`src/rtl/exec_ctrl_pkg.sv`:
```
package exec_ctrl_pkg;

    typedef enum logic [2:0] {
        ST_IDLE    = 3'd0,
        ST_RUN     = 3'd1,
        ST_IMISS   = 3'd2,
        ST_IRESUME = 3'd3,
        ST_DMISS   = 3'd4,
        ST_DSWPEND = 3'd5,
        ST_HANDED  = 3'd6
    } exec_state_e;

    typedef struct packed {
        logic act;
        logic susp;
        logic swout;
        logic fill;
    } exec_evt_t;

    typedef struct packed {
        logic any;
        logic ifetch;
        logic rd;
    } miss_info_t;

    function automatic logic can_tick(exec_state_e s);
        return (s == ST_RUN) || (s == ST_IRESUME);
    endfunction

    function automatic logic dside_wait(exec_state_e s);
        return (s == ST_DMISS) || (s == ST_DSWPEND);
    endfunction

    function automatic logic evt_any(exec_evt_t e);
        return e.act | e.susp | e.swout | e.fill;
    endfunction

endpackage

```
`src/rtl/exec_lane_scan.sv`:
```
module exec_lane_scan
    import exec_ctrl_pkg::*;
#(
    parameter int LANES = 4
) (
    input  logic             run,
    input  logic             skip_fetch0,
    input  logic [LANES-1:0] fetch_miss,
    input  logic [LANES-1:0] mem_miss,
    input  logic [LANES-1:0] mem_is_read,
    output logic [LANES-1:0] grant,
    output miss_info_t       info
);

    logic [LANES-1:0] fm_eff;

    genvar g;
    generate
        for (g = 0; g < LANES; g++) begin : g_lane
            if (g == 0) begin : g_first
                assign fm_eff[g] = fetch_miss[g] & ~skip_fetch0;
            end else begin : g_rest
                assign fm_eff[g] = fetch_miss[g];
            end
        end
    endgenerate

    always_comb begin
        logic blocked;
        blocked = 1'b0;
        grant   = '0;
        info    = '0;
        for (int i = 0; i < LANES; i++) begin
            if (run && !blocked) begin
                grant[i] = 1'b1;
                if (fm_eff[i]) begin
                    info.any    = 1'b1;
                    info.ifetch = 1'b1;
                    blocked     = 1'b1;
                end else if (mem_miss[i]) begin
                    info.any = 1'b1;
                    info.rd  = mem_is_read[i];
                    blocked  = 1'b1;
                end
            end
        end
    end

    // A miss can only be reported by a lane that was granted
    always_comb begin
        if (!run) begin
            AST_IDLE_NO_GRANT: assert (grant == '0);
        end
    end

endmodule

```
`src/rtl/exec_stall_ctr.sv`:
```
module exec_stall_ctr #(
    parameter int CNT_W = 16
) (
    input  logic             clk,
    input  logic             rst,
    input  logic             en,
    output logic [CNT_W-1:0] q
);

    localparam logic [CNT_W-1:0] CNT_MAX = {CNT_W{1'b1}};

    always_ff @(posedge clk) begin
        if (rst) begin
            q <= '0;
        end else if (en && q != CNT_MAX) begin
            q <= q + 1'b1;
        end
    end

    AST_CTR_STEP: assert property (@(posedge clk) disable iff (rst)
        (en && q != CNT_MAX) |=> (q == $past(q) + 1'b1));
    AST_CTR_HOLD: assert property (@(posedge clk) disable iff (rst)
        (!en || q == CNT_MAX) |=> $stable(q));

endmodule

```
`src/rtl/exec_state_fsm.sv`:
```
module exec_state_fsm
    import exec_ctrl_pkg::*;
(
    input  logic        clk,
    input  logic        rst,
    input  exec_evt_t   evt,
    input  miss_info_t  miss,
    output exec_state_e state,
    output logic        tick_allow,
    output logic        replay,
    output logic        ack,
    output logic        err
);

    exec_state_e nxt;
    logic        rd_q, rd_n, ack_n, bad;

    assign tick_allow = can_tick(state) && !evt_any(evt);

    always_comb begin
        nxt    = state;
        rd_n   = rd_q;
        ack_n  = 1'b0;
        bad    = 1'b0;
        replay = 1'b0;
        if ($countones(evt) > 1) begin
            bad = 1'b1;
        end else if (evt.act) begin
            if (state == ST_IDLE || state == ST_HANDED) nxt = ST_RUN;
            else bad = 1'b1;
        end else if (evt.susp) begin
            if (state == ST_RUN || state == ST_HANDED) nxt = ST_IDLE;
            else bad = 1'b1;
        end else if (evt.swout) begin
            if (state == ST_DMISS) begin
                nxt = ST_DSWPEND;
            end else if (state == ST_DSWPEND) begin
                bad = 1'b1;
            end else begin
                nxt   = ST_HANDED;
                ack_n = 1'b1;
            end
        end else if (evt.fill) begin
            case (state)
                ST_IMISS: nxt = ST_IRESUME;
                ST_DMISS: begin
                    nxt    = ST_RUN;
                    replay = rd_q;
                end
                ST_DSWPEND: begin
                    nxt    = ST_HANDED;
                    ack_n  = 1'b1;
                    replay = rd_q;
                end
                ST_HANDED: nxt = ST_HANDED;
                default:   bad = 1'b1;
            endcase
        end else if (can_tick(state)) begin
            if (miss.any) begin
                nxt  = miss.ifetch ? ST_IMISS : ST_DMISS;
                rd_n = miss.rd;
            end else begin
                nxt = ST_RUN;
            end
        end
    end

    always_ff @(posedge clk) begin
        if (rst) begin
            state <= ST_IDLE;
            rd_q  <= 1'b0;
            ack   <= 1'b0;
            err   <= 1'b0;
        end else begin
            state <= nxt;
            rd_q  <= rd_n;
            ack   <= ack_n;
            err   <= err | bad;
        end
    end

    AST_ACK_IN_HANDED: assert property (@(posedge clk) disable iff (rst)
        ack |-> (state == ST_HANDED));
    AST_ERR_STICKY: assert property (@(posedge clk) disable iff (rst)
        err |=> err);
    AST_ILLEGAL_HOLDS: assert property (@(posedge clk) disable iff (rst)
        (evt.act && state == ST_RUN) |=> (state == $past(state)));
    AST_IFILL_RESUME: assert property (@(posedge clk) disable iff (rst)
        (state == ST_IMISS && evt == 4'b0001) |=> (state == ST_IRESUME));
    AST_PEND_NO_ACK: assert property (@(posedge clk) disable iff (rst)
        (state == ST_DMISS && evt == 4'b0010) |=> (!ack && state == ST_DSWPEND));

endmodule

```
`src/rtl/core_exec_ctrl.sv`:
```
module core_exec_ctrl
    import exec_ctrl_pkg::*;
#(
    parameter int LANES = 4,
    parameter int CNT_W = 16
) (
    input  logic             clk,
    input  logic             rst,
    input  logic             act_req,
    input  logic             susp_req,
    input  logic             swout_req,
    input  logic             fill_done,
    input  logic [LANES-1:0] fetch_miss,
    input  logic [LANES-1:0] mem_miss,
    input  logic [LANES-1:0] mem_is_read,
    output logic [LANES-1:0] tick_en,
    output logic             resume_no_fetch,
    output logic             replay_ld,
    output logic             swout_ack,
    output logic             ctrl_err,
    output logic [2:0]       exec_state,
    output logic [CNT_W-1:0] istall_cycles,
    output logic [CNT_W-1:0] dstall_cycles
);

    exec_evt_t   evt;
    miss_info_t  miss;
    exec_state_e st;
    logic        tick_allow;

    assign evt = '{act: act_req, susp: susp_req, swout: swout_req, fill: fill_done};

    exec_state_fsm u_fsm (
        .clk        (clk),
        .rst        (rst),
        .evt        (evt),
        .miss       (miss),
        .state      (st),
        .tick_allow (tick_allow),
        .replay     (replay_ld),
        .ack        (swout_ack),
        .err        (ctrl_err)
    );

    exec_lane_scan #(.LANES(LANES)) u_scan (
        .run         (tick_allow),
        .skip_fetch0 (st == ST_IRESUME),
        .fetch_miss  (fetch_miss),
        .mem_miss    (mem_miss),
        .mem_is_read (mem_is_read),
        .grant       (tick_en),
        .info        (miss)
    );

    exec_stall_ctr #(.CNT_W(CNT_W)) u_ictr (
        .clk (clk),
        .rst (rst),
        .en  (st == ST_IMISS),
        .q   (istall_cycles)
    );

    exec_stall_ctr #(.CNT_W(CNT_W)) u_dctr (
        .clk (clk),
        .rst (rst),
        .en  (dside_wait(st)),
        .q   (dstall_cycles)
    );

    assign exec_state      = st;
    assign resume_no_fetch = (st == ST_IRESUME);

    AST_NO_TICK_STALLED: assert property (@(posedge clk) disable iff (rst)
        (st == ST_IMISS || dside_wait(st)) |-> (tick_en == '0));
    AST_REPLAY_ON_FILL: assert property (@(posedge clk) disable iff (rst)
        replay_ld |-> (fill_done && dside_wait(st)));
    AST_REQ_NO_TICK: assert property (@(posedge clk) disable iff (rst)
        (act_req || susp_req || swout_req) |-> (tick_en == '0));

endmodule

```
`config.mk`:
```
export PLATFORM = sky130hd
export DESIGN_NAME = core_exec_ctrl
export DESIGN_NICKNAME = d
export VERILOG_FILES = /design/src/rtl/exec_ctrl_pkg.sv /design/src/rtl/exec_lane_scan.sv /design/src/rtl/exec_stall_ctr.sv /design/src/rtl/exec_state_fsm.sv /design/src/rtl/core_exec_ctrl.sv
export SDC_FILE = /design/constraint.sdc
export NUM_CORES = 1
export LEC_CHECK = 0
export BUFFER_PORTS_ARGS = -buffer_cell sky130_fd_sc_hd__buf_2
export CAP_MARGIN = 0
export CORE_ASPECT_RATIO = 0.75
export CORE_MARGIN = 8
export CORE_UTILIZATION = 57
export DETAILED_ROUTE_END_ITERATION = 7
export PLACE_DENSITY = 0.87
export SLEW_MARGIN = 5
export SYNTH_ARGS = -nofsm -noshare
export SYNTH_HDL_FRONTEND = slang
export SYNTH_HIERARCHICAL = 1
export SYNTH_SLANG_ARGS = --single-unit
export TNS_END_PERCENT = 1
```
`constraint.sdc`:
```
create_clock -name clk -period 4.7 [get_ports clk]
set_input_delay 0.47 -clock clk [delete_from_list [all_inputs] [get_ports clk]]
set_output_delay 0.47 -clock clk [all_outputs]
set_load 0.05 [all_outputs]
```
==> results of run 1 <==
## per-stage QoR
step	instances	setup slack, ns
after floorplan	282	1.40
after CTS	392	1.66
after detailed placement	386	1.65
final	392	1.67
after global routing	392	1.25
after global placement	386	1.81
## cells in the mapped netlist, types with 4 or more instances
master / instances
a21oi_1: 24
nand3_1: 13
nor4_1: 6
or4_1: 14
nand2b_1: 5
nor2b_1: 9
nor2_1: 16
and4_1: 7
dfxtp_1: 38
or3_1: 6
o21ai_0: 10
inv_1: 15
nand2_1: 16
nor3_1: 12
clkbuf_1: 5
o31ai_1: 13
nand4_1: 6
xnor2_1: 4
## cell type report
type | instances | area [sq um] | area share, %
repair buffers | 60 | 300 | 10.7
multi-input cells | 218 | 1550 | 54.9
clock buffers | 6 | 82.6 | 2.93
flip-flops and latches | 38 | 761 | 27.0
inverters | 15 | 56.3 | 2.00
well taps | 55 | 68.8 | 2.44
## routing by layer
metal / global-route usage, % / share of wire (%)
met5: 0 / 0
met1: 23.3 / 49
met2: 27.0 / 44
met4: 4.34 / 0.81
met3: 5.05 / 6.1
## power by group
group / switching, mW / internal (mW)
logic: 0.0418 / 0.0234
registers: 0.00669 / 0.325
clock network: 0.107 / 0.113
## kinds of logic after synthesis
| family | after synthesis | synth area share (%) |
|---|---|---|
| compound gates | 66 | 18.2 |
| xor+xnor | 5 | 1.81 |
| fa+ha+maj | 4 | 2.38 |
| buf+inv | 26 | 4.60 |
| flops | 38 | 31.5 |
| mux | 6 | 2.79 |
| simple gates | 137 | 38.7 |
## registers in the layout, indices dropped and copies added (netlist names)
signal / cells
u_ictr/q: 16
u_fsm/err: 1
u_fsm/rd_q: 1
u_fsm/state: 3
u_fsm/ack: 1
u_dctr/q: 16
## how the worst min path moves through the flow
stage	from	to	slack (ns)	depth (start not counted)
detailed placement	u_fsm/err	u_fsm/err	0.45	2
finish	u_fsm/err	u_fsm/err	0.46	2
global route	u_fsm/err	u_fsm/err	0.48	2
global placement	u_fsm/err	u_fsm/err	0.43	2
floorplan	u_fsm/rd_q	u_fsm/rd_q	0.45	2
CTS	u_fsm/err	u_fsm/err	0.46	2
## worst register-to-register path: cells and delay by family (launching register included)
family / cells / cell delay (ns)
AOI/OAI and AO/OA: 2 / 0.87
DFF: 1 / 0.68
muxes: 1 / 0.21
and+or+nand+nor: 4 / 1.22
==> metrics.md, run 1 <==
| Metric | Value |
|---|---|
| Reg-to-Reg End | `u_fsm/state[1]` |
| Number of flops mapped to enable cells by yosys | `0` |
| Peak Freq | `around 330 MHz` |
| Number of top-level pins | `just over 60` |
| Sink Count | `38` |
| Mean routed wirelength per cell | `approximately 15 microns` |
| Area share of the largest cell type after synthesis | `approximately a third` |
| IO Port Bufs | `60` |
| Top flip-flop cell by instance count after synthesis | `dfxtp_1` |
| Maximum number of pins on one net before global-route repair | `44` |
| Type of origin of the critical path | `flip-flop` |
| Cell count of the worst reg-to-reg path | `7` |
| Number of antenna violations at the first check in global routing | `0` |
| Critical path endpoint category | `flip-flop` |
| Clk root buf | `clkbuf_8` |
| Clock skew after layout | `~0.0037 ns` |
| Worst Setup Path Type | `flip-flop to flip-flop` |
| Syn Std Cell Area | `about 2400 sq um` |
| H-tree level count | `2` |
| Design area | `about 2800 sq um` |
| Leading cell types in the layout, fill and taps excluded | `60 x buf_2, 38 x dfxtp_1, 24 x a21oi_1` |
| Synth-to-Final Area Change | `16.4%` |
| Count of TritonRoute iterations in the first routing pass | `4` |
| Status | `finished clean` |
| Mean area per synthesized cell | `8.58 sq um` |
| Slew at the pin with the worst max-slew slack | `0.765 ns` |
| Final antenna-violating net count | `0` |
| Final worst path period need | `3.03 ns` |
| Required time of the critical path | `~4.9 ns` |
| # Post-CTS Setup Buffers | `0` |
| Startpoint of the most critical register-to-register path | `u_fsm/state[0]` |
| Most frequent standard cell in the layout excluding fill and tap cells | `buf_2` |
| Total wirelength of the detailed-routed design | `a little under 6 mm` |
| Worst Setup EP | `u_fsm/state[1]` |
| Worst stage delay on the critical path | `0.68 ns` |
| Cell with the most instances on the worst path | `nand2_1` |
| Grt ovf | `0` |
| Critical Path Stages | `7` |
| Share of layout cells above drive strength 1 | `a little over a quarter` |
| Via density per instance | `6.09` |
| Ys async rst share | `0%` |
| Sum Neg Setup Slack | `0 ns` |
| Filler Cell Count | `between 300 and 400` |
| Final cycle utilization of the critical path | `64.5%` |
| Setup slack of the worst register-to-register path | `1.67 ns` |
| Cts repair resizes | `0` |
| Antenna diode count | `0` |
| Number of warnings issued by yosys | `6` |
| Die width | `91.2 microns` |
| Number of DRC markers in iteration 0 | `around 150` |
| Post-CTS Hold Fix Bufs | `0` |
| Part of the Yosys area used for sequential elements | `about a third` |
| Synthesized net count | `304` |
| Worst max-slew margin expressed relative to the limit | `around 50%` |
| Total power consumption of the routed design | `between 0.6 and 0.7 mW` |
| Total count of max-transition violations in the final report | `0` |
| Ranking of synthesized cells by area | `dfxtp_1 31%, a21oi_1 5.0%, or4_1 4.3%` |
| Area post-placement | `between 2000 and 3000 sq um` |
| Die Span Y | `approximately 72 microns` |
| Leak Pwr | `about 1.1 nW` |
| Maximum fanout encountered on the critical timing path | `13` |
| Beginning of the critical path | `u_fsm/state[0]` |
| Final standard cell utilization of the core | `69.4%` |
| Total routing usage reported by global routing | `between 10% and 20%` |
| Final count of negative-setup-slack endpoints | `0` |
| Critical-path top delay cell | `dfxtp_1` |
| Largest delay contributor family on the critical path | `simple AND/OR/NAND/NOR gates` |
| Starting density of the core | `between 50% and 60%` |
| Net count, final | `360` |
| Placer's final routability congestion estimate | `around 0.86` |
| Detailed placer's ending HPWL | `between 4 and 5 mm` |
| First-pass GRT wire length | `approximately 9.7 mm` |
| Reported max-cap violation count | `0` |
| Clock latency of the later-clocked register in the worst-skew pair | `~0.28 ns` |
| Buffers and inverters on the worst path | `0` |
| Worst hold slack | `around 0.46 ns` |
| Area enclosed by the die boundary | `between 6000 and 7000 sq um` |
| Hold Crit Class | `flip-flop to flip-flop` |
| RSZ-0062 raised after global routing | `no` |
| Number of hold-slack violations in the final timing report | `0` |
| Synth unique cells | `57` |
| Cell Chain, Critical Path | `nand2_1, nor4_1, nand3b_1, o41ai_1, nand2_1, a2111oi_0, mux2_4` |
| Area leader, netlist | `dfxtp_1` |
| Via count of the first global-routing pass | `slightly above 2000` |
| Clock buffer depth | `2` |
| IR drop worst, VDD | `approximately 0.17 mV` |
| Total number of vias | `~2400` |
| Number of core rows | `20` |
| Syn Inst Count | `around 280` |
| Clock Pin Slew Worst Setup and Hold Paths | `0.07 ns` |
| Number of storage elements in the synthesis netlist | `38` |
| Critical path data arrival time | `approximately 3.3 ns` |
| Core region area | `~4100 sq um` |
| Number of buffers added by the clock tree synthesis step | `5` |
| Pwr Density | `roughly 220 nW/um^2` |
| Count of unresolved DRC violations after routing | `0` |
| CTS tree | `yes` |
No activity file was read; power rests on OpenSTA's default activity.
==> run 2: changes to the inputs <==
--- a/config.mk
+++ b/config.mk
@@ -9,9 +9,9 @@
 export CAP_MARGIN = 0
 export CORE_ASPECT_RATIO = 0.75
 export CORE_MARGIN = 8
-export CORE_UTILIZATION = 57
+export CORE_UTILIZATION = 48
 export DETAILED_ROUTE_END_ITERATION = 7
-export PLACE_DENSITY = 0.87
+export PLACE_DENSITY = 0.78
 export SLEW_MARGIN = 5
 export SYNTH_ARGS = -nofsm -noshare
 export SYNTH_HDL_FRONTEND = slang
==> constraint.sdc (replaced) <==
create_clock -name clk -period 2.7 [get_ports clk]
set_input_delay 0.27 -clock clk [delete_from_list [all_inputs] [get_ports clk]]
set_output_delay 0.27 -clock clk [all_outputs]
set_load 0.05 [all_outputs]
==> run 2 against run 1 <==
Cell count rose by 3.3%. Worst hold slack got worse by 0.081 ns. Count of clock-buffer cells in the layout stayed put. Sequential share of layout area shrank 0.74 points. Wire length grew 3.3%. Global-route usage down 2.0 points. Clock skew up 0.0058 ns. Combinational power up 87%. Power is 75% higher. Worst setup slack worse by 1.4 ns. Via count up 1.3%. Largest cell class unchanged. Largest power group unchanged.
==> metrics.md, run 2 (synthesized netlist as in run 1, its figures left out) <==
| Metric | Value |
|---|---|
| Power dissipated by switching net loads | `0.276 mW (was 0.156 mW)` |
| Leak Pwr | `1.14 nW (was 1.10 nW)` |
| Number of antenna violations at the first check in global routing | `0 (unchanged)` |
| Grt ovf | `0 (unchanged)` |
| Area enclosed by the die boundary | `7590 sq um (was 6600 sq um)` |
| Worst Setup Path Type | `flip-flop to flip-flop (unchanged)` |
| Share of layout cells above drive strength 1 | `28.4% (was 26.1%)` |
| Count of TritonRoute iterations in the first routing pass | `4 (unchanged)` |
| Clock latency of the later-clocked register in the worst-skew pair | `0.28 ns (about the same)` |
| Antenna diode count | `0 (unchanged)` |
| Clock skew after layout | `0.00952 ns (was 0.00367 ns)` |
| Final antenna-violating net count | `0 (unchanged)` |
| Critical path endpoint category | `flip-flop (unchanged)` |
| Clock Pin Slew Worst Setup and Hold Paths | `0.07 ns (about the same)` |
| # Post-CTS Setup Buffers | `0 (unchanged)` |
| RSZ-0062 raised after global routing | `no (unchanged)` |
| Part of the power in combinational logic | `11.2% (was 10.6%)` |
| Leading cell types in the layout, fill and taps excluded | `60 x buf_2, 38 x dfxtp_1, 24 x a21oi_1 (unchanged)` |
| Sink Count | `38 (unchanged)` |
| Power Internal | `0.807 mW (was 0.461 mW)` |
| Total count of max-transition violations in the final report | `0 (unchanged)` |
| Number of DRC markers in iteration 0 | `132 (was 148)` |
| Placer's final routability congestion estimate | `0.914 (was 0.863)` |
| Status | `finished clean (unchanged)` |
| Final cycle utilization of the critical path | `89.1% (was 64.5%)` |
| Critical path data arrival time | `2.63 ns (was 3.27 ns)` |
| Sum Neg Setup Slack | `0 ns (unchanged)` |
| Count of unresolved DRC violations after routing | `0 (unchanged)` |
| Clock buffer depth | `2 (unchanged)` |
| Die width | `98.0 microns (was 91.2 microns)` |
| Hold Crit Class | `input port to flip-flop (was flip-flop to flip-flop)` |
| Number of buffers added by the clock tree synthesis step | `5 (unchanged)` |
| Worst hold start | `susp_req (was u_fsm/err)` |
| First-pass GRT wire length | `10.1 mm (was 9.74 mm)` |
| Maximum fanout encountered on the critical timing path | `8 (was 13)` |
| Clk root buf | `clkbuf_8 (unchanged)` |
| Number of hold-slack violations in the final timing report | `0 (unchanged)` |
| Beginning of the critical path | `u_fsm/state[0] (unchanged)` |
| Number of top-level pins | `61 (unchanged)` |
| Total number of vias | `2419 (was 2389)` |
| Final count of negative-setup-slack endpoints | `0 (unchanged)` |
| IR drop worst, VDD | `0.199 mV (was 0.168 mV)` |
| Via density per instance | `5.97 (was 6.09)` |
| Reported max-cap violation count | `0 (unchanged)` |
| Net count, final | `368 (was 360)` |
| Required time of the critical path | `2.93 ns (was 4.93 ns)` |
| Die Span Y | `77.5 microns (was 72.4 microns)` |
| Filler Cell Count | `441 (was 355)` |
| Core region area | `4870 sq um (was 4050 sq um)` |
| Register share of total power | `53.0% (was 53.7%)` |
| Total wirelength of the detailed-routed design | `6.14 mm (was 5.94 mm)` |
| IO Port Bufs | `60 (unchanged)` |
| Mean routed wirelength per cell | `15.2 microns (about the same)` |
| Startpoint of the most critical register-to-register path | `u_fsm/state[0] (unchanged)` |
| Worst max-slew margin expressed relative to the limit | `54.4% (was 48.6%)` |
| Post-CTS Hold Fix Bufs | `0 (unchanged)` |
| Number of core rows | `22 (was 20)` |
| H-tree level count | `2 (unchanged)` |
| Detailed placer's ending HPWL | `4.55 mm (was 4.42 mm)` |
| Total routing usage reported by global routing | `15.5% (was 17.5%)` |
| Min setup slack post-route | `0.293 ns (was 1.67 ns)` |
| Starting density of the core | `49.6% (was 59.7%)` |
| Synth-to-Final Area Change | `19.7% (was 16.4%)` |
| Fraction of power spent switching nets | `25.5% (was 25.2%)` |
| Type of origin of the critical path | `flip-flop (unchanged)` |
| Sequential cell area | `761 sq um (unchanged)` |
| Final worst path period need | `2.41 ns (was 3.03 ns)` |
| Peak Freq | `415 MHz (was 330 MHz)` |
| CTS tree | `yes (unchanged)` |
| Most frequent standard cell in the layout excluding fill and tap cells | `buf_2 (unchanged)` |
| Post-Place Worst Slack | `0.290 ns (was 1.65 ns)` |
| Via count of the first global-routing pass | `2076 (was 2051)` |
| Maximum number of pins on one net before global-route repair | `30 (was 44)` |
| Largest registers | `u_dctr/q (16), u_ictr/q (16), u_fsm/state (3) (unchanged)` |
| Pwr Density | `374 nW/um^2 (was 219 nW/um^2)` |
| Slew at the pin with the worst max-slew slack | `0.675 ns (was 0.765 ns)` |
| Area of combinational cells with multiple inputs | `1560 sq um (was 1550 sq um)` |
| Clk pwr share | `35.8% (was 35.7%)` |
[run 2: changes by cell type in the layout (fill, tap and decap cells not counted)]
cell,before,now
o41ai_1,3,2
nor3_1,12,11
o41ai_2,1,2
nor3_2,0,1
buf_4,0,8
[run 2: power by group through the flow]
stage | sequential, mW | clock [mW] | combinational (mW)
after global routing | 0.574 | 0.416 | 0.133
after global placement | 0.586 | 0 | 0.120
after detailed placement | 0.587 | 0 | 0.121
after CTS | 0.573 | 0.397 | 0.121
final | 0.573 | 0.387 | 0.122
after floorplan | 0.601 | 0 | 0.0677
[run 2: metrics by stage]
step | utilization (%) | instance area [sq um] | hold WS, ns | instances | total power [mW]
after floorplan | - | 2420 | 0.452 | 282 | 0.669
after CTS | 59.2 | 2890 | 0.368 | 405 | 1.09
after global routing | 59.4 | 2890 | 0.385 | 405 | 1.12
after detailed placement | 57.6 | 2800 | 0.438 | 399 | 0.708
after global placement | 57.6 | 2800 | 0.433 | 399 | 0.706
final | 59.4 | 2890 | 0.383 | 405 | 1.08
[run 2: critical path, stage by stage (launching register included)]
cell	delay [ns]
dfxtp_1	0.53
nand2_1	0.16
nor4_1	0.37
nand3b_1	0.18
o41ai_2	0.39
nand2_1	0.09
a2111oi_0	0.42
mux2_4	0.21
[run 2: timing repair]
action / CTS / global route
endpoints found under the setup margin: 0 / 1
endpoints found under the hold margin: 0 / 0
resized for setup: 0 / 1
[run 2: worst paths after layout]
| check | slack, ns | cells past startpoint | end |
|---|---|---|---|
| worst max-delay path | 0.29 | 7 | u_fsm/state[1] |
| worst min-delay path | 0.38 | 4 | u_fsm/ack |
| worst max register to register | 0.29 | 7 | u_fsm/state[1] |
| worst min register to register | 0.45 | 2 | u_fsm/err |
[run 2: routing by layer]
| layer | GRT usage (%) | part of all wire [%] |
|---|---|---|
| met5 | 0 | 0 |
| met2 | 23.5 | 43 |
| met3 | 5.26 | 6.6 |
| met4 | 2.95 | 0.24 |
| met1 | 20.8 | 50 |
[run 2: layout make-up]
| cell class | instances | share of cell area [%] |
|---|---|---|
| Multi-Input combinational cell | 218 | 53.9 |
| Sequential cell | 38 | 26.3 |
| Timing Repair Buffer | 68 | 12.5 |
| Clock buffer | 6 | 2.85 |
| Tap cell | 60 | 2.59 |
| Inverter | 15 | 1.95 |
==> run 3: changes to the inputs <==
--- a/config.mk
+++ b/config.mk
@@ -9,9 +9,9 @@
 export CAP_MARGIN = 0
 export CORE_ASPECT_RATIO = 0.75
 export CORE_MARGIN = 8
-export CORE_UTILIZATION = 48
+export CORE_UTILIZATION = 45
 export DETAILED_ROUTE_END_ITERATION = 7
-export PLACE_DENSITY = 0.78
+export PLACE_DENSITY = 0.74
 export SLEW_MARGIN = 5
 export SYNTH_ARGS = -nofsm -noshare
 export SYNTH_HDL_FRONTEND = slang
==> run 3 against run 2 <==
Non-clock buffer count unchanged. Maximum frequency down 0.69%. Power up 3.4%. Combinational power up 5%. Largest power group unchanged. Highest routed layer unchanged.
==> metrics.md, run 3 (synthesized netlist as in run 1, its figures left out) <==
| Metric | Value |
|---|---|
| Setup slack of the worst register-to-register path | `0.28 ns (was 0.29 ns)` |
| Min setup slack post-route | `0.276 ns (was 0.293 ns)` |
| Largest registers | `u_dctr/q (16), u_ictr/q (16), u_fsm/state (3) (unchanged)` |
| IO Port Bufs | `60 (unchanged)` |
| Cell depth of the worst hold path | `3 (was 4)` |
| Via density per instance | `5.77 (was 5.97)` |
| # Post-CTS Setup Buffers | `0 (unchanged)` |
| Maximum fanout encountered on the critical timing path | `11 (was 8)` |
| Type of origin of the critical path | `flip-flop (unchanged)` |
| Count of unresolved DRC violations after routing | `0 (unchanged)` |
| Clock Pin Slew Worst Setup and Hold Paths | `0.08 ns (was 0.07 ns)` |
| Clock latency of the later-clocked register in the worst-skew pair | `0.30 ns (was 0.28 ns)` |
| Cts repair resizes | `0 (unchanged)` |
| Total power consumption of the routed design | `1.12 mW (was 1.08 mW)` |
| Core region area | `5270 sq um (was 4870 sq um)` |
| Final antenna-violating net count | `0 (unchanged)` |
| Grt ovf | `0 (unchanged)` |
| Hold Crit Class | `input port to flip-flop (unchanged)` |
| Number of DRC markers in iteration 0 | `120 (was 132)` |
| Critical path endpoint category | `flip-flop (unchanged)` |
| Startpoint of the most critical register-to-register path | `u_fsm/state[1] (was u_fsm/state[0])` |
| Worst Setup Path Type | `flip-flop to flip-flop (unchanged)` |
| Number of buffers added by the clock tree synthesis step | `5 (unchanged)` |
| Total number of vias | `2434 (was 2419)` |
| Area of combinational cells with multiple inputs | `1550 sq um (was 1560 sq um)` |
| Via count of the first global-routing pass | `2271 (was 2076)` |
| Antenna diode count | `0 (unchanged)` |
| First-pass GRT wire length | `10.6 mm (was 10.1 mm)` |
| Die width | `101 microns (was 98.0 microns)` |
| Critical-path top delay cell | `dfxtp_1 (unchanged)` |
| Filler Cell Count | `526 (was 441)` |
| Peak Freq | `413 MHz (was 415 MHz)` |
| Reported max-cap violation count | `0 (unchanged)` |
| Clock skew after layout | `0.00955 ns (was 0.00952 ns)` |
| Leak Pwr | `1.14 nW (about the same)` |
| Post-CTS Hold Fix Bufs | `0 (unchanged)` |
| Mean routed wirelength per cell | `15.0 microns (was 15.2 microns)` |
| Worst stage delay on the critical path | `0.59 ns (was 0.53 ns)` |
| Count of TritonRoute iterations in the first routing pass | `4 (unchanged)` |
| Sequential cell area | `761 sq um (unchanged)` |
| Sink Count | `38 (unchanged)` |
| Maximum number of pins on one net before global-route repair | `32 (was 30)` |
| Share of layout cells above drive strength 1 | `28.5% (was 28.4%)` |
| Cell count of the worst reg-to-reg path | `7 (unchanged)` |
| H-tree level count | `2 (unchanged)` |
| Worst hold start | `act_req (was susp_req)` |
| Die Span Y | `79.5 microns (was 77.5 microns)` |
| Final cycle utilization of the critical path | `89.8% (was 89.1%)` |
| Count of placed standard cells including taps | `414 (was 399)` |
| Reg-to-Reg End | `u_fsm/state[1] (unchanged)` |
| Final standard cell utilization of the core | `55.4% (was 59.4%)` |
| Total count of max-transition violations in the final report | `0 (unchanged)` |
| Clk root buf | `clkbuf_8 (unchanged)` |
| Total routing usage reported by global routing | `15.9% (was 15.5%)` |
| Required time of the critical path | `2.94 ns (was 2.93 ns)` |
| Post-Place Worst Slack | `0.194 ns (was 0.290 ns)` |
| Final count of negative-setup-slack endpoints | `0 (unchanged)` |
| CTS tree | `yes (unchanged)` |
| Total wirelength of the detailed-routed design | `6.33 mm (was 6.14 mm)` |
| Placer's final routability congestion estimate | `0.858 (was 0.914)` |
| Synth-to-Final Area Change | `20.6% (was 19.7%)` |
| Area enclosed by the die boundary | `8000 sq um (was 7590 sq um)` |
| Worst max-slew margin expressed relative to the limit | `60.6% (was 54.4%)` |
| Leading cell types in the layout, fill and taps excluded | `60 x buf_2, 38 x dfxtp_1, 24 x a21oi_1 (unchanged)` |
| Number of top-level pins | `61 (unchanged)` |
| Slew at the pin with the worst max-slew slack | `0.583 ns (was 0.675 ns)` |
| Number of hold-slack violations in the final timing report | `0 (unchanged)` |
| Starting density of the core | `45.9% (was 49.6%)` |
| Final worst path period need | `2.42 ns (was 2.41 ns)` |
| Number of antenna violations at the first check in global routing | `0 (unchanged)` |
| Cell Chain, Critical Path | `and3b_1, nand2b_1, nand3b_1, o41ai_1, nand2_1, a2111oi_0, mux2_4 (was nand2_1, nor4_1, nand3b_1, o41ai_2, nand2_1, a2111oi_0, mux2_4)` |
| Number of core rows | `23 (was 22)` |
| Status | `finished clean (unchanged)` |
| Pwr Density | `384 nW/um^2 (was 374 nW/um^2)` |
| Most frequent standard cell in the layout excluding fill and tap cells | `buf_2 (unchanged)` |
| Endpoint of the worst hold-timing path | `u_fsm/state[0] (was u_fsm/ack)` |
| RSZ-0062 raised after global routing | `no (unchanged)` |
| Clock buffer depth | `2 (unchanged)` |
| Net count, final | `368 (unchanged)` |
| Detailed placer's ending HPWL | `4.61 mm (was 4.55 mm)` |
| Critical path data arrival time | `2.66 ns (was 2.63 ns)` |
| IR drop worst, VDD | `0.194 mV (was 0.199 mV)` |
| Post-route insts no fill | `422 (was 405)` |
run 3: cell count changes in the layout (fill, tap and decap cells not counted), sizes merged:
cell | previous run | this run
clkinvlp | 0 | 1
clkinv | 0 | 1
run 3: metrics by stage:
step | hold WS [ns] | TNS (ns) | area (sq um)
detailed placement | 0.454 | 0 | 2820
global placement | 0.432 | 0 | 2820
finish | 0.375 | 0 | 2920
CTS | 0.361 | 0 | 2920
global route | 0.367 | 0 | 2920
floorplan | 0.452 | -0.261 | 2420
run 3: layout make-up:
cell class / count / share of cell area (%)
multi-input cells: 218 / 53.2
clock buffers: 6 / 2.83
clock inverters: 2 / 0.429
inverters: 15 / 1.93
well taps: 75 / 3.22
repair buffers: 68 / 12.3
flip-flops and latches: 38 / 26.1
run 3: where the power goes:
part	internal [mW]	switching [mW]
Combinational	0.0446	0.0830
Sequential	0.565	0.00484
Clock	0.206	0.216
run 3: how the worst max path moves through the flow:
stage	startpoint	endpoint	slack, ns	cells past startpoint
2_1_floorplan	u_fsm/state[1]	u_fsm/state[1]	-0.16	7
3_3_place_gp	susp_req	u_fsm/state[1]	0.32	9
3_5_place_dp	act_req	u_fsm/state[1]	0.19	9
4_1_cts	u_fsm/state[1]	u_fsm/state[1]	0.32	7
5_1_grt	u_fsm/state[1]	u_fsm/state[1]	0.10	7
6_report	u_fsm/state[1]	u_fsm/state[1]	0.28	7
run 3: per-layer routing:
metal,part of all wire (%),global-route usage [%],vias to the layer above
li1,-,-,1208
met3,6.1,4.09,5
met1,47,20.0,1153
met2,46,26.1,68
met5,0,0,-
met4,0.76,4.66,0
run 3: critical path: cells and delay by family (launching register included):
family	cells	cell delay, ns
AOI/OAI and AO/OA	2	0.96
and+or+nand+nor	4	0.61
DFF	1	0.59
muxes	1	0.21
